### src/rtl/tkd_pkg.sv
package tkd_pkg;
  localparam int CODE_W    = 4;
  localparam int LIN_LAST  = 12;
  localparam int MAX_RATIO = 64;
  localparam int RAT_W     = $clog2(MAX_RATIO + 1);
  localparam int CNT_W     = $clog2(MAX_RATIO);

  // Linear range c+1, then 16 << (c-13) for the top three codes.
  function automatic logic [RAT_W-1:0] code_ratio(input logic [CODE_W-1:0] c);
    if (c <= CODE_W'(LIN_LAST))
      return RAT_W'(c) + RAT_W'(1);
    else
      return RAT_W'(16) << (c - CODE_W'(LIN_LAST + 1));
  endfunction
endpackage

### src/rtl/tkd_src_pick.sv
module tkd_src_pick (
  input  logic src_sel,
  input  logic sys_tick_en,
  input  logic slow_tick_en,
  output logic tick_sel
);
  always_comb begin
    tick_sel = src_sel ? slow_tick_en : sys_tick_en;
  end
endmodule

### src/rtl/tkd_cfg_watch.sv
module tkd_cfg_watch
  import tkd_pkg::*;
(
  input  logic              clk,
  input  logic              rst_n,
  input  logic              src_sel,
  input  logic [CODE_W-1:0] div_code,
  output logic              restart,
  output logic [RAT_W-1:0]  ratio
);
  logic              prev_src_q;
  logic [CODE_W-1:0] prev_code_q;

  always_ff @(posedge clk) begin
    if (!rst_n) begin
      prev_src_q  <= 1'b0;
      prev_code_q <= '0;
    end else begin
      prev_src_q  <= src_sel;
      prev_code_q <= div_code;
    end
  end

  always_comb begin
    restart = (src_sel != prev_src_q) || (div_code != prev_code_q);
    ratio   = code_ratio(div_code);
  end


  ratio_range_chk: assert property (@(posedge clk) disable iff (!rst_n)
    (ratio >= RAT_W'(1)) && (ratio <= RAT_W'(MAX_RATIO)));
endmodule

### src/rtl/tkd_div_cnt.sv
module tkd_div_cnt
  import tkd_pkg::*;
(
  input  logic             clk,
  input  logic             rst_n,
  input  logic             tick_in,
  input  logic             restart,
  input  logic             clear,
  input  logic [RAT_W-1:0] ratio,
  output logic             tick_o
);
  logic [CNT_W-1:0] cnt_q;
  logic             tick_q;
  logic             at_last;

  always_comb begin
    at_last = (RAT_W'(cnt_q) == (ratio - RAT_W'(1)));
  end

  always_ff @(posedge clk) begin
    if (!rst_n) begin
      cnt_q  <= '0;
      tick_q <= 1'b0;
    end else if (restart || clear) begin
      cnt_q  <= '0;
      tick_q <= 1'b0;
    end else if (tick_in) begin
      if (at_last) begin
        cnt_q  <= '0;
        tick_q <= 1'b1;
      end else begin
        cnt_q  <= cnt_q + CNT_W'(1);
        tick_q <= 1'b0;
      end
    end else begin
      tick_q <= 1'b0;
    end
  end

  assign tick_o = tick_q;


  cnt_bound_chk: assert property (@(posedge clk) disable iff (!rst_n)
    !restart |-> (RAT_W'(cnt_q) < ratio));


  idle_no_tick_chk: assert property (@(posedge clk) disable iff (!rst_n)
    !tick_in |=> !tick_q);


  single_pulse_chk: assert property (@(posedge clk) disable iff (!rst_n)
    (tick_q && (ratio != RAT_W'(1))) |=> !tick_q);


  clear_restart_chk: assert property (@(posedge clk) disable iff (!rst_n)
    clear |=> (!tick_q && (cnt_q == '0)));
endmodule

### src/rtl/tick_prescaler.sv
module tick_prescaler
  import tkd_pkg::*;
(
  input  logic              clk,
  input  logic              rst_n,
  input  logic              sys_tick_en,
  input  logic              slow_tick_en,
  input  logic              src_sel,
  input  logic [CODE_W-1:0] div_code,
  input  logic              cnt_clear,
  output logic              tick_out
);
  logic             tick_sel;
  logic             restart;
  logic [RAT_W-1:0] ratio;

  tkd_src_pick u_pick (
    .src_sel      (src_sel),
    .sys_tick_en  (sys_tick_en),
    .slow_tick_en (slow_tick_en),
    .tick_sel     (tick_sel)
  );

  tkd_cfg_watch u_watch (
    .clk      (clk),
    .rst_n    (rst_n),
    .src_sel  (src_sel),
    .div_code (div_code),
    .restart  (restart),
    .ratio    (ratio)
  );

  tkd_div_cnt u_div (
    .clk     (clk),
    .rst_n   (rst_n),
    .tick_in (tick_sel),
    .restart (restart),
    .clear   (cnt_clear),
    .ratio   (ratio),
    .tick_o  (tick_out)
  );


  cfg_change_quiet_chk: assert property (@(posedge clk) disable iff (!rst_n)
    restart |=> !tick_out);


  slow_only_chk: assert property (@(posedge clk) disable iff (!rst_n)
    (src_sel && !slow_tick_en) |=> !tick_out);
endmodule

### config.mk
export PLATFORM = sky130hd
export DESIGN_NAME = tick_prescaler
export DESIGN_NICKNAME = d
export VERILOG_FILES = /design/src/rtl/tkd_pkg.sv /design/src/rtl/tkd_src_pick.sv /design/src/rtl/tkd_cfg_watch.sv /design/src/rtl/tkd_div_cnt.sv /design/src/rtl/tick_prescaler.sv
export SDC_FILE = /design/constraint.sdc
export NUM_CORES = 1
export LEC_CHECK = 0
export BUFFER_PORTS_ARGS = -buffer_cell sky130_fd_sc_hd__buf_2
export CAP_MARGIN = 5
export CORE_ASPECT_RATIO = 0.7
export CORE_MARGIN = 2
export CORE_UTILIZATION = 40
export CTS_BUF_LIST = sky130_fd_sc_hd__clkbuf_8
export DETAILED_ROUTE_END_ITERATION = 6
export PLACE_DENSITY = 0.58
export SYNTH_ARGS = -nofsm -noshare
export SYNTH_HDL_FRONTEND = slang
export SYNTH_HIERARCHICAL = 1
export SYNTH_SLANG_ARGS = --single-unit
### constraint.sdc
create_clock -name clk -period 2.91 [get_ports clk]
set_input_delay 0 -clock clk [delete_from_list [all_inputs] [get_ports clk]]
set_output_delay 0 -clock clk [all_outputs]
set_load 0.01 [all_outputs]
==> metrics.cfg <==
[global_routing]
grt_max_degree = 9
grt.overflow.total = 0
grt_pass1_wl_mm = 2.97
grt_pass1_vias = 677
antenna_found_initial = 0
grt_usage_pct = 15.2

[timing]
hold_slack_ns = 0.0197
rsz0062_at_grt = false
min_period_ns = 2.50
finalSetupViolCount = 0
clock_skew_ns = 0.000428
tns_ns = 0
tightest_slew_ns = 0.483
slew_headroom_pct = 67.8
min_period_over_period_pct = 85.9
fmax_mhz = 400
timing.final.hold_violations = 0
drv_slew = 0

[final_layout]
final_layout_size_suffix_gt1_share_pct = 21.8
layout_common_cells = 12 x dfxtp_1, 10 x buf_2, 9 x xor2_1
synthToLayoutAreaGrowth_pct = 16.0
nets = 128
layout_commonest_cell = dfxtp_1
num_antenna_cells = 0
fill_cells = 205

[pwr]
switching_power_w = 0.000106
leakagePower_nw = 0.416
p_clk_share_pct = 41.1
sequentialPowerShare_pct = 39.4
power_frac_comb_pct = 19.5
p_per_area_nw_per_um2 = 420
internal-power_w = 0.000325
peakVddDrop_uv = 134
switching_share_pct = 24.6

[synth]
synth.cell_area_sq_um = 886
synth_area_leader_cell = dfxtp_1
yosys_warnings = 6
ys_types = 36
synth.avg_cell_area_sq_um = 9.13
synth_top_cell_area_share_pct = 27.1
ys_top_cells_by_area = dfxtp_1 27%, ha_1 9.9%, xor2_1 8.9%, xnor2_1 7.9%, a211oi_1 5.1%
netlist_instances = 97
ys_seq_elements = 12
synth_nets = 114
synth-seq-area-share_pct = 27.1

[placement]
dp_hpwl_mm = 1.33
port_buffers = 10
place.gp.congestion = 0.833

[setup_path]
crit-reg2reg-launch = u_div/cnt_q[4]$_SDFFE_PP0P_
worstPathArrival_ns = 2.68
cp_cell_sequence = buf_2, inv_2, ha_1, nand3b_1, and2_2, inv_1, ha_1, or3b_1, or3b_1, a311oi_2, and3_1
crit_type = in -> reg
critPathMaxFanout = 8
cp.required_ns = 3.09
crit_slowest_cell = a311oi_2
critical-path-max-stage-delay_ns = 0.44
cp-start-kind = primary input
worst-path-buf-inv = 3
startpoint = div_code[0]
critPathTopFamily = simple AND/OR/NAND/NOR gates
endpoint_kind = flip-flop

[clock_network]
cts_setup_buffers = 0
cts-resized-gates = 0
cts_max_path_buffers = 2
cts_sinks = 12
cts-root-buf = clkbuf_8
hold_buffers = 0
numCtsBuffers = 3
cts.reportedPaths.clkPinSlew_ns = 0.05
cts_tree = built
cts_max_level = 1
clk_latency_ns = 0.23

[routing]
wl_per_cell_microns = 11.7
firstDrtPassIters = 4
drc = 0
totalWireLength_mm = 1.67
vias = 683
vias_per_cell = 4.81
drtIter0Drc = 28
antenna_left = 0

[floorplanning]
num_io_pins = 11
core_region_area_sq_um = 2120
rows = 14
start_util_pct = 41.8
die_y_microns = 43.4
dieWidth_microns = 60.2
dieArea_sq_um = 2610

[run_status]
status = complete, no violations

[flow_run]
cap_violations = 0

[hold_path]
hold_start = src_sel
hp-class = in -> reg

[area by class of cell]
class / instances / area [sq um] / area share [%]
clock buffer: 4 / 55.1 / 5.36
inverter: 8 / 30.0 / 2.92
multi-input combinational: 76 / 612 / 59.6
sequential: 12 / 240 / 23.4
tap: 32 / 40.0 / 3.90
timing repair buffer: 10 / 50.0 / 4.87
[stage by stage]
stage	setup WS (ns)	power [W]	cells	util (%)	cell area, sq um
finish	0.409	0.000432	142	48.5	1030
global route	0.201	0.000456	142	48.5	1030
CTS	0.435	0.000435	142	48.5	1030
detailed placement	0.195	0.000257	138	45.9	972
global placement	0.247	0.000256	138	45.9	972
floorplan	0.620	0.000235	97	-	886
[synthesized netlist by cell type, drive strengths merged]
cell and instances:
a211o 1, a211oi 7, a21boi 1, a21oi 2
a311oi 1, and2 9, and3 2, clkbuf 1
dfxtp 12, ha 7, inv 8, mux2 2
mux2i 1, nand2 3, nand2b 1, nand3 2
nand3b 2, nand4 2, nor2 1, nor3 2
nor3b 1, nor4 1, o21ai 4, o31a 1
o41ai 1, or3 2, or3b 2, or4 1
xnor2 8, xor2 9
[registers in the layout, indices dropped and copies added (netlist names)]
name / cells
u_div/cnt_q: 6
u_div/tick_o: 1
u_watch/prev_code_q: 4
u_watch/prev_src_q: 1
[worst reg2reg max path: cells and delay by family (launching register included)]
kind,cells,cell delay [ns]
simple gates,2,0.62
compound gates,1,0.44
flops,1,0.39
xor+xnor,1,0.21
[per-layer routing]
layer,vias up,global-route usage (%),part of all wire (%)
li1,369,-,-
met1,307,23.7,59
met2,7,20.2,39
met3,0,2.69,2.4
met4,0,6.67,0
met5,-,0,0
[kinds of logic after synthesis]
logic type	Yosys count	synth area share (%)
AO/OA/AOI/OAI	18	16.7
XOR/XNOR	17	16.8
adder cells (fa/ha/maj)	7	9.89
buffers and inverters	9	3.81
flip-flops	12	27.1
multiplexers	3	4.10
AND/OR/NAND/NOR	31	21.6
[worst paths after layout]
check	depth (start not counted)	to	slack (ns)
worst max-delay path	11	u_div/tick_o$_SDFF_PP0_	0.41
worst min register to register	2	u_div/cnt_q[4]$_SDFFE_PP0P_	0.60
worst min-delay path	2	u_watch/prev_src_q$_SDFF_PN0_	0.02
worst max register to register	4	u_div/tick_o$_SDFF_PP0_	1.19
[power groups by stage]
stage               Combinational [W]  Sequential (W)  Clock (W)
global route                0.0000950        0.000170   0.000190
global placement            0.0000823        0.000173          0
floorplan                   0.0000616        0.000173          0
finish                      0.0000841        0.000170   0.000178
CTS                         0.0000841        0.000170   0.000181
detailed placement          0.0000836        0.000173          0
(Power assumes the default switching activity.)
